==> config.mk <==
export PLATFORM = sky130hd
export DESIGN_NAME = canfd_txfmt
export DESIGN_NICKNAME = d
export VERILOG_FILES = /design/src/rtl/canfd_txfmt.sv
export SDC_FILE = /design/constraint.sdc
export NUM_CORES = 1
export LEC_CHECK = 0
export ABC_AREA = 1
export BUFFER_PORTS_ARGS = -buffer_cell sky130_fd_sc_hd__buf_4
export CELL_PAD_IN_SITES_DETAIL_PLACEMENT = 0
export CELL_PAD_IN_SITES_GLOBAL_PLACEMENT = 1
export CORE_AREA = 2 2 39 41
export DETAILED_ROUTE_END_ITERATION = 7
export DIE_AREA = 0 0 41 43
export PLACE_DENSITY_LB_ADDON = 0.25
export SETUP_SLACK_MARGIN = 0.4
export SYNTH_ARGS = -nofsm -noshare
export SYNTH_HDL_FRONTEND = slang
export SYNTH_SLANG_ARGS = --single-unit
export TNS_END_PERCENT = 50
==> constraint.sdc <==
create_clock -name clk -period 1.6 [get_ports clk]
set_input_delay 0.16 -clock clk [delete_from_list [all_inputs] [get_ports clk]]
set_output_delay 0.16 -clock clk [all_outputs]
set_load 0.02 [all_outputs]
==> src/rtl/canfd_txfmt.sv <==
module canfd_txfmt (
  input  logic       clk,
  input  logic       rst_n,
  input  logic       cfg_wr,
  input  logic [1:0] cfg_wdata,
  input  logic       init_mode,
  input  logic       cfg_chg_en,
  input  logic       msg_fdf,
  input  logic       msg_brs,
  input  logic       err_passive,
  input  logic       tx_start,
  output logic       eff_fdf,
  output logic       eff_brs,
  output logic       esi
);

  logic fd_en, brs_en;
  logic cfg_open;
  logic nxt_fdf, nxt_brs;

  assign cfg_open = cfg_wr & init_mode & cfg_chg_en;
  assign nxt_fdf  = fd_en & msg_fdf;
  assign nxt_brs  = nxt_fdf & brs_en & msg_brs;

  always_ff @(posedge clk or negedge rst_n) begin
    if (!rst_n) begin
      fd_en  <= 1'b0;
      brs_en <= 1'b0;
    end else if (cfg_open) begin
      fd_en  <= cfg_wdata[0];
      brs_en <= cfg_wdata[1];
    end
  end

  always_ff @(posedge clk or negedge rst_n) begin
    if (!rst_n) begin
      eff_fdf <= 1'b0;
      eff_brs <= 1'b0;
      esi     <= 1'b0;
    end else if (tx_start) begin
      eff_fdf <= nxt_fdf;
      eff_brs <= nxt_brs;
      esi     <= err_passive;
    end
  end

endmodule

==> out/metrics.yaml <==
clk_latency_ns: 0.24
yosysWarnings: 0
avgSynthCellArea_um2: 9.38
slowest_stage: "dfrtp_1"
cts_setup_buffers: 0
reg2reg_slack_ns: 0.96
status: "complete, no violations"
setup_viol: 0
routed_wl_um: 471
cts_buffer_depth: 2
clk_pin_slew_ns: 0.05
layout-drive-gt1-share: 0.450
relSlewSlack: 0.937
nNetsFinal: 52
vdd_drop_max_v: 0.000279
intPower_mw: 0.268
clock_sinks: 5
p_leak_nw: 0.193
fin_tns_setup_ns: 0
grt_pass1_vias: 186
worstPathCellList: "buf_4"
gp_congestion: 0.533
io_buffers: 13
p_switching_mw: 0.0886
cp-start-kind: "register"
syn_inst: 22
grt_pass1_wl_um: 683
hold_ws_ns: 0.132
power.density_mw_per_mm2: 989
overflow: 0
num_vias: 209
crit_family: "flip-flops"
critPathKind: "reg -> out"
finalCritPeriodShare: 0.581
ys_types: 7
ys_ff_latch: 5
viasPerCell: 3.73
rsz0062_at_grt: "no"
layout_commonest_cell: "buf_4"
cts_tree: "done"
timing.fmax_mhz: 1080
htree_levels: 1
diodes: 0
numCtsBuffers: 3
finalMaxSlewViolations: 0
cp.arrival_ns: 0.77
seqPwrFrac: 0.420
area_growth_pct: 74.5
grt_max_degree: 6
drt-pass1-iter-count: 1
synth_area_um2: 206
wl_per_cell_um: 8.41
ios: 14
holdCritPathClass: "in -> reg"
core_mm2: 0.00138
die-width_um: 41
max_stage_delay_ns: 0.37
mostFrequentLayoutCells: "buf_4, nand2_1, dfrtp_1"
start_util: 0.149
cap_violations: 0
ant_nets: 0
worst-path-max-fanout: 2
p_clk_frac: 0.411
die_area_mm2: 0.00176
combPwrFrac: 0.170
hold_viol: 0
finClkSkew_ns: 0.00201
antenna_found_initial: 0
drt_iter0_drc: 0
drcViolationCount: 0
period_needed_ns: 0.930
cp_data_required_time_ns: 1.44
cp-end-kind: "output pin"
track_usage: 0.0656
path_buf_inv: 1
worst_pin_slew_ns: 0.0935
cts_root_buf: "clkbuf_4"
fp-row-count: 14
die_y_um: 43
ys_seq_area_frac: 0.606
swShare: 0.249
syn_nets: 33
==> power groups by stage <==
| stage | Clock, mW | Combinational, mW | Sequential, mW |
|---|---|---|---|
| 2_1_floorplan | 0 | 0.0161 | 0.157 |
| 3_3_place_gp | 0 | 0.0583 | 0.151 |
| 3_5_place_dp | 0 | 0.0592 | 0.151 |
| 4_1_cts | 0.152 | 0.0611 | 0.150 |
| 5_1_grt | 0.162 | 0.0666 | 0.151 |
| 6_report | 0.146 | 0.0605 | 0.150 |
==> final cells by class <==
cell class	count	area, um^2
fill	154	1020
timing repair buffer	14	108
inverter	1	3.75
clock buffer	4	26.3
tap	16	20.0
multi-input combinational	16	77.6
sequential	5	125
==> worst paths after layout <==
path	start	to	cells past startpoint
worst max register to register	fd_en$_DFFE_PN0P_	eff_fdf$_DFFE_PN0P_	2
max in group asynchronous	rst_n	eff_fdf$_DFFE_PN0P_	2
worst min-delay path	err_passive	esi$_DFFE_PN0P_	3
worst max-delay path	eff_fdf$_DFFE_PN0P_	eff_fdf	1
min in group asynchronous	rst_n	eff_brs$_DFFE_PN0P_	2
worst min register to register	esi$_DFFE_PN0P_	esi$_DFFE_PN0P_	2
==> kinds of logic after synthesis <==
logic type	Yosys count	share of synthesized area
buffers and inverters	1	0.0182
DFF	5	0.606
and+or+nand+nor	15	0.333
AOI/OAI and AO/OA	1	0.0424
==> sequential cells by signal, indices dropped and copies added (netlist names) <==
name and count:
eff_brs 1, esi 1, fd_en 1, eff_fdf 1, brs_en 1
==> Yosys cell counts <==
cell type / number / area share
nand3_2: 1 / 0.048
nand4_1: 2 / 0.061
dfrtp_1: 5 / 0.61
nand2_1: 11 / 0.20
o21ai_2: 1 / 0.042
nand3_1: 1 / 0.024
inv_1: 1 / 0.018
==> layer usage <==
metal	up-vias	part of all wire	track usage
met5	-	0	0
met4	0	0	0.0800
met3	0	0.17	0.0314
met2	12	0.41	0.0719
met1	88	0.42	0.0784
li1	109	-	-
==> stage by stage <==
| step | instances | cell area (um^2) | total power [mW] | setup slack [ns] | utilization |
|---|---|---|---|---|---|
| after CTS | 56 | 360 | 0.363 | 0.661 | 0.260 |
| final | 56 | 360 | 0.356 | 0.670 | 0.260 |
| after global routing | 56 | 360 | 0.380 | 0.645 | 0.260 |
| after floorplan | 22 | 206 | 0.173 | 0.903 | - |
| after detailed placement | 51 | 324 | 0.211 | 0.924 | 0.234 |
| after global placement | 51 | 324 | 0.209 | 0.933 | 0.234 |
==> timing repair <==
action,4_1_cts,5_1_grt
endpoints found under the hold margin,5,0
resized for setup,0,0
hold buffers,1,0
Power figures use the tool's default switching activity.
